**src/rtl/pad_mux_pkg.sv**
```systemverilog
package pad_mux_pkg;

  localparam int CFG_W   = 32;
  localparam int SEL_W   = 3;
  localparam int DRIVE_W = 3;

  // Field positions inside the configuration word
  localparam int SEL_LSB    = 0;
  localparam int RISE_BIT   = 4;
  localparam int FALL_BIT   = 5;
  localparam int CLR_BIT    = 6;
  localparam int LPOEN_BIT  = 7;
  localparam int LPDATA_BIT = 8;
  localparam int LPSEL_BIT  = 9;
  localparam int DRV_LSB    = 10;
  localparam int PDN_BIT    = 13;
  localparam int PUP_BIT    = 14;
  localparam int PSRC_BIT   = 15;
  localparam int USED_W     = 16;

  // Writable bits: low half-word minus the reserved bit 3
  localparam logic [CFG_W-1:0] CFG_WRITE_MASK =
    {{(CFG_W-USED_W){1'b0}}, {USED_W{1'b1}}} & ~(CFG_W'(1) << 3);

  // Strobes and levels handed from control to the datapath
  typedef struct packed {
    logic [SEL_W-1:0] funcSel;
    logic             lpOverride;
    logic             lpData;
    logic             lpOeN;
    logic             pullSel;
    logic             pullUpEn;
    logic             pullDnEn;
  } padCtlT;

endpackage

```
**src/rtl/pad_edge_detect.sv**
```systemverilog
module pad_edge_detect #(
  parameter int SYNC_STAGES = 2
) (
  input  logic clk,
  input  logic rstN,
  input  logic padIn,
  input  logic riseEn,
  input  logic fallEn,
  input  logic clrHold,
  input  logic clrPulse,
  output logic edgeFlag
);

  logic [SYNC_STAGES-1:0] syncQ;
  logic                   prevQ;
  logic                   syncLevel;
  logic                   sawRise;
  logic                   sawFall;
  logic                   hit;

  always_ff @(posedge clk or negedge rstN) begin
    if (!rstN) begin
      syncQ <= '0;
      prevQ <= 1'b0;
    end else begin
      syncQ <= {syncQ[SYNC_STAGES-2:0], padIn};
      prevQ <= syncQ[SYNC_STAGES-1];
    end
  end

  assign syncLevel = syncQ[SYNC_STAGES-1];
  assign sawRise   = syncLevel & ~prevQ;
  assign sawFall   = ~syncLevel & prevQ;
  assign hit       = (riseEn & sawRise) | (fallEn & sawFall);

  always_ff @(posedge clk or negedge rstN) begin
    if (!rstN)                   edgeFlag <= 1'b0;
    else if (clrPulse || clrHold) edgeFlag <= 1'b0;
    else if (hit)                edgeFlag <= 1'b1;
  end

  p_flag_sticky_r8 : assert property (@(posedge clk) disable iff (!rstN)
    (edgeFlag && !clrPulse && !clrHold) |=> edgeFlag);

  p_clear_empties_r9 : assert property (@(posedge clk) disable iff (!rstN)
    clrPulse |=> !edgeFlag);

  p_rise_needs_enable_r6 : assert property (@(posedge clk) disable iff (!rstN)
    (!edgeFlag && !(riseEn || fallEn)) |=> !edgeFlag);

endmodule

```
**src/rtl/pad_cfg_ctrl.sv**
```systemverilog
module pad_cfg_ctrl
  import pad_mux_pkg::*;
#(
  parameter int SYNC_STAGES = 2
) (
  input  logic               clk,
  input  logic               rstN,
  input  logic               cfgWe,
  input  logic [CFG_W-1:0]   cfgWdata,
  input  logic               padIn,
  output logic [CFG_W-1:0]   cfgRdata,
  output logic [DRIVE_W-1:0] driveCode,
  output padCtlT             ctl,
  output logic               edgeFlag
);

  logic [CFG_W-1:0] cfgQ;
  logic             clrPulse;

  always_ff @(posedge clk or negedge rstN) begin
    if (!rstN)      cfgQ <= '0;
    else if (cfgWe) cfgQ <= cfgWdata & CFG_WRITE_MASK;
  end

  assign cfgRdata  = cfgQ;
  assign driveCode = cfgQ[DRV_LSB +: DRIVE_W];
  assign clrPulse  = cfgWe & cfgWdata[CLR_BIT];

  always_comb begin
    ctl.funcSel    = cfgQ[SEL_LSB +: SEL_W];
    ctl.lpOverride = cfgQ[LPSEL_BIT];
    ctl.lpData     = cfgQ[LPDATA_BIT];
    ctl.lpOeN      = cfgQ[LPOEN_BIT];
    ctl.pullSel    = cfgQ[PSRC_BIT];
    ctl.pullUpEn   = cfgQ[PUP_BIT];
    ctl.pullDnEn   = cfgQ[PDN_BIT];
  end

  pad_edge_detect #(.SYNC_STAGES(SYNC_STAGES)) u_edge (
    .clk      (clk),
    .rstN     (rstN),
    .padIn    (padIn),
    .riseEn   (cfgQ[RISE_BIT]),
    .fallEn   (cfgQ[FALL_BIT]),
    .clrHold  (cfgQ[CLR_BIT]),
    .clrPulse (clrPulse),
    .edgeFlag (edgeFlag)
  );

  p_reserved_zero_r2 : assert property (@(posedge clk) disable iff (!rstN)
    (cfgRdata[CFG_W-1:USED_W] == '0) && (cfgRdata[3] == 1'b0));

endmodule

```
**src/rtl/pad_route_dp.sv**
```systemverilog
module pad_route_dp
  import pad_mux_pkg::*;
#(
  parameter int NUM_FUNC = 8
) (
  input  logic                clk,
  input  logic                rstN,
  input  padCtlT              ctl,
  input  logic                lowPowerMode,
  input  logic [NUM_FUNC-1:0] funcOut,
  input  logic [NUM_FUNC-1:0] funcOe,
  input  logic [NUM_FUNC-1:0] funcPullUp,
  input  logic [NUM_FUNC-1:0] funcPullDn,
  input  logic                padIn,
  output logic                padOut,
  output logic                padOe,
  output logic                padPullUp,
  output logic                padPullDn,
  output logic [NUM_FUNC-1:0] funcIn
);

  logic selOut;
  logic selOe;
  logic selPu;
  logic selPd;
  logic sleepActive;

  assign selOut = funcOut[ctl.funcSel];
  assign selOe  = funcOe[ctl.funcSel];
  assign selPu  = funcPullUp[ctl.funcSel];
  assign selPd  = funcPullDn[ctl.funcSel];

  assign sleepActive = lowPowerMode & ctl.lpOverride;

  always_comb begin
    if (sleepActive) begin
      padOut = ctl.lpData;
      padOe  = ~ctl.lpOeN;
    end else begin
      padOut = selOut;
      padOe  = selOe;
    end
  end

  always_comb begin
    if (ctl.pullSel) begin
      padPullUp = ctl.pullUpEn;
      padPullDn = ctl.pullDnEn;
    end else begin
      padPullUp = selPu;
      padPullDn = selPd;
    end
  end

  for (genvar i = 0; i < NUM_FUNC; i++) begin : g_fanout
    assign funcIn[i] = padIn;
  end

  p_sleep_steady_r5 : assert property (@(posedge clk) disable iff (!rstN)
    (sleepActive && $past(sleepActive) && $stable(ctl.lpData) && $stable(ctl.lpOeN))
      |-> ($stable(padOut) && $stable(padOe)));

endmodule

```
**src/rtl/pad_mux_cell.sv**
```systemverilog
module pad_mux_cell
  import pad_mux_pkg::*;
#(
  parameter int NUM_FUNC    = 8,
  parameter int SYNC_STAGES = 2
) (
  input  logic                clk,
  input  logic                rstN,
  input  logic                cfgWe,
  input  logic [CFG_W-1:0]    cfgWdata,
  output logic [CFG_W-1:0]    cfgRdata,
  input  logic                lowPowerMode,
  input  logic                wakeEnable,
  input  logic [NUM_FUNC-1:0] funcOut,
  input  logic [NUM_FUNC-1:0] funcOe,
  input  logic [NUM_FUNC-1:0] funcPullUp,
  input  logic [NUM_FUNC-1:0] funcPullDn,
  input  logic                padIn,
  output logic                padOut,
  output logic                padOe,
  output logic                padPullUp,
  output logic                padPullDn,
  output logic [DRIVE_W-1:0]  driveCode,
  output logic [NUM_FUNC-1:0] funcIn,
  output logic                edgeFlag,
  output logic                wakeReq
);

  padCtlT ctl;

  pad_cfg_ctrl #(.SYNC_STAGES(SYNC_STAGES)) u_ctrl (
    .clk       (clk),
    .rstN      (rstN),
    .cfgWe     (cfgWe),
    .cfgWdata  (cfgWdata),
    .padIn     (padIn),
    .cfgRdata  (cfgRdata),
    .driveCode (driveCode),
    .ctl       (ctl),
    .edgeFlag  (edgeFlag)
  );

  pad_route_dp #(.NUM_FUNC(NUM_FUNC)) u_dp (
    .clk          (clk),
    .rstN         (rstN),
    .ctl          (ctl),
    .lowPowerMode (lowPowerMode),
    .funcOut      (funcOut),
    .funcOe       (funcOe),
    .funcPullUp   (funcPullUp),
    .funcPullDn   (funcPullDn),
    .padIn        (padIn),
    .padOut       (padOut),
    .padOe        (padOe),
    .padPullUp    (padPullUp),
    .padPullDn    (padPullDn),
    .funcIn       (funcIn)
  );

  assign wakeReq = edgeFlag & wakeEnable;

  p_wake_gated_r10 : assert property (@(posedge clk) disable iff (!rstN)
    wakeReq |-> (edgeFlag && wakeEnable));

endmodule

```
**config.mk**
```make
export PLATFORM = sky130hd
export DESIGN_NAME = pad_mux_cell
export DESIGN_NICKNAME = d
export VERILOG_FILES = /design/src/rtl/pad_mux_pkg.sv /design/src/rtl/pad_edge_detect.sv /design/src/rtl/pad_cfg_ctrl.sv /design/src/rtl/pad_route_dp.sv /design/src/rtl/pad_mux_cell.sv
export SDC_FILE = /design/constraint.sdc
export NUM_CORES = 1
export LEC_CHECK = 0
export BUFFER_PORTS_ARGS = -buffer_cell sky130_fd_sc_hd__buf_2
export CORE_UTILIZATION = 36
export DETAILED_ROUTE_END_ITERATION = 6
export HOLD_SLACK_MARGIN = 0.12
export PLACE_DENSITY = 0.79
export SLEW_MARGIN = 20
export SYNTH_ARGS = -nofsm -noshare
export SYNTH_HDL_FRONTEND = slang
export SYNTH_SLANG_ARGS = --single-unit
```
**constraint.sdc**
```tcl
create_clock -name clk -period 1.6 [get_ports clk]
set_input_delay 0.08 -clock clk [delete_from_list [all_inputs] [get_ports clk]]
set_output_delay 0.08 -clock clk [all_outputs]
set_load 0.05 [all_outputs]
```
==> impl_summary.txt <==
----------------------------------------------------
[Timing]
  Final hold viol count ... 0
  Crit share post-route ... 123.1%
  F_max ... 507.6 MHz
  Clock Skew ... between 0.001 and 0.0015 ns
  Final worst slack ... -0.3701 ns
  Min Tclk post-route ... between 1.5 and 2 ns
  Final setup violation count ... 4
  RSZ-0062 raised after global routing ... true
  Setup TNS after final layout ... -1.477 ns
  Number of slew-limit violations in the final report ... 0

[Worst setup path]
  Kind of launch point of the worst setup path ... flop
  Cell-by-cell trace of the critical path ... buf_6 -> mux2i_1 -> mux4_2 -> o21ai_4 -> buf_6
  Length in cells of the worst reg-to-reg path ... 2
  Crit-path max cell delay ... between 0.5 and 0.6 ns
  Required time reported for the critical path endpoint ... roughly 1.5 ns
  Critical path data arrival time ... around 1.9 ns
  RR Startpoint ... u_ctrl.cfgRdata[0]
  Endpoint of the worst register-to-register path ... u_ctrl.cfgRdata[0]
  Standard cell with the maximum stage delay on the critical path ... dfrtp_4
  WS Path Type ... flop to output pin
  Highest fanout seen on the critical path ... 9
  CP endpoint kind ... output pin
  Cell repeated most along the worst path ... buf_6
  Worst R2R Setup Slack ... 0.56 ns

[GRT]
  Largest net degree at the start of global routing ... 20
  GRT overflow ... 0
  Global-route wire length before repair ... 3.939 mm
  All-Layer GR Usage ... 14.73%
  Number of global-route vias before repair ... just over 900
  Initial antenna violation count ... 0

[Route]
  Drt via density ... about 4.2
  Detailed-route via count ... about 1000
  # DRC ... 0
  Average detailed-routed wire length per instance ... 12.03 um
  WL final ... between 2 and 3 mm
  Violation count after the first detailed-route iteration ... 11
  Count of TritonRoute iterations in the first routing pass ... 2
  Post-DRT Antenna Nets ... 0

[Cells and area]
  Share of final-layout standard cells stronger than drive strength 1 ... about 60%
  Area overhead of the layout relative to synthesis ... 46.99%
  Post-layout nets ... 267
  Antenna Cells ... 0

[Clocking]
  Cell at the root of the clock tree ... clkbuf_4
  CTS sink cnt ... 19
  TritonCTS clock tree ... done
  Clk slew on worst S/H paths ... around 0.10 ns
  Clock network latency to the later pin of the worst-skew pair ... 0.28 ns
  Max Root-Sink Buffers ... 2
  Number of buffers created by CTS ... 3
  CTS H-tree depth ... 1

[Floorplanning]
  Cell row count ... 21
  Die area ... approximately 3700 um^2
  Boundary Pins ... around 120
  Floorplan die height ... just over 60 um
  Starting Density ... 37.42%
  Die W ... around 60 um
  Placeable Area ... about 3300 um^2

[Status]
  Result of the run ... finished with violations
  Failing checks ... negative setup slack

[Yosys]
  Count of mapped cells out of synthesis ... approximately 110
  Post-synthesis cell type count ... 18
  Sequential element share of the synthesized area ... 38.08%
  Async SR Flop Fraction ... 100.0%
  Count of yosys warnings during synthesis ... 0
  Average cell area after synthesis ... 11.89 um^2
  Synthesized flop and latch total ... 19
  Most used flip-flop cell after synthesis ... dfrtp_1
  Number of flops mapped to enable cells by yosys ... 0
  Mapped Area ... 1249 um^2

[Place]
  Final estimated routing congestion in global placement ... approximately 0.64
  Estimated wirelength of the detail-placed design ... between 2 and 2.5 mm
  Port Buffer Count ... 84

[Hold path]
  Type of the worst min-delay path ... input port to async pin

[Power and ir drop]
  Power density normalized to cell area ... approximately 890 nW/um^2
  Leakage ... 0.9541 nW
  VDD IR max ... 0.0004582 V
  Post-route total power ... around 1.6 mW

[Flow run]
  Max cap viols ... 0

----------------------------------------------------
==> cells by family (layout without fill, tap and decap cells) <==
group           after synthesis  count (layout)  share of synthesized area, %
flops                        19              19                         38.08
other cells                   1              17                        0.3003
simple gates                  7               7                         2.606
mux                          36              36                         34.27
compound gates                6               6                         2.605
buf+inv                      36             111                         22.14
==> cell usage after synthesis (2+ instances only) <==
library cell | n | area share, %
o21ai_0 | 2 | 0.80
mux2i_1 | 18 | 14
nand2_1 | 5 | 1.5
mux2_2 | 14 | 13
buf_4 | 31 | 19
dfrtp_1 | 19 | 38
mux4_2 | 4 | 7.2
o21ai_1 | 2 | 0.80
==> per-stage QoR <==
step | std cells | worst slack (ns) | utilization (%) | area, um^2 | hold WS (ns)
after CTS | 242 | -0.3852 | 55.01 | 1836 | 0.2463
final | 242 | -0.3701 | 55.01 | 1836 | 0.2455
after global routing | 242 | -0.4377 | 55.01 | 1836 | 0.2907
after global placement | 218 | -0.1767 | 47.28 | 1578 | 0.04422
after floorplan | 121 | -0.2683 | - | 1358 | -0.2156
after detailed placement | 218 | -0.2081 | 47.28 | 1578 | 0.04370
==> registers in the layout, summed over array words and instances, names as in the netlist <==
register                cells
u_ctrl.u_edge.edgeFlag      1
u_ctrl.u_edge.syncQ         2
u_ctrl.cfgRdata            15
u_ctrl.u_edge.prevQ         1
==> worst max-delay path: cells and delay by family (launching register included) <==
family                 cells  cell delay, ns
AO/OA/AOI/OAI              1            0.14
buffers and inverters      2            0.33
flip-flops                 1            0.51
multiplexers               2            0.63
==> worst max path at each step <==
| stage | startpoint | to | slack [ns] | cells after the start |
|---|---|---|---|---|
| floorplan | u_ctrl.cfgRdata[0] | padOe | -0.27 | 5 |
| global placement | u_ctrl.cfgRdata[0] | padOut | -0.18 | 4 |
| detailed placement | u_ctrl.cfgRdata[0] | padOut | -0.21 | 4 |
| CTS | u_ctrl.cfgRdata[0] | padOut | -0.39 | 5 |
| global route | u_ctrl.cfgRdata[0] | padOe | -0.44 | 5 |
| finish | u_ctrl.cfgRdata[0] | padPullUp | -0.37 | 5 |
==> report_power, final <==
part	switching, mW	internal, mW	leakage [nW]
Clock	0.140	0.0967	0.0150
Combinational	0.533	0.295	0.716
Sequential	0.0446	0.525	0.223
==> cell type report <==
type / count / area, um^2
Clock buffer: 4 / 26.28
Tap cell: 46 / 57.56
Fill cell: 288 / 1501
Multi-Input combinational cell: 66 / 604.3
Sequential cell: 19 / 479.2
Timing Repair Buffer: 106 / 664.4
Inverter: 1 / 3.754
==> layer usage <==
metal / vias up / GRT usage, % / share of wire, %
met4: 0 / 2.922 / 0
met2: 65 / 29.51 / 51
met3: 0 / 2.345 / 9.1
met5: - / 0 / 0
met1: 454 / 16.17 / 39
li1: 499 / - / -
==> cell usage in the layout (no fill, tap or decap) <==
cell type and count:
mux2i_1 16, clkbuf_4 3, mux2_2 14, mux2i_4 2, inv_1 1, dfrtp_1 18
dlygate4sd3_1 17, and2_1 1, mux4_2 4, conb_1 17, buf_2 80, nand3b_1 1
clkbuf_1 1, buf_4 2, nand2_1 5, dfrtp_4 1, a21oi_1 1, buf_6 7
o21a_1 1, o21ai_4 2, o21ai_0 2
==> repair_timing <==
item | 4_1_cts | 5_1_grt
endpoints found under the setup margin | 4 | 4
gates resized for setup | 12 | 0
gates cloned | 0 | 0
hold endpoints to repair | 36 | 0
pin swaps | 0 | 0
buffers inserted | 3 | 0
hold buffers | 17 | 0
No activity file was read; power rests on OpenSTA's default activity.
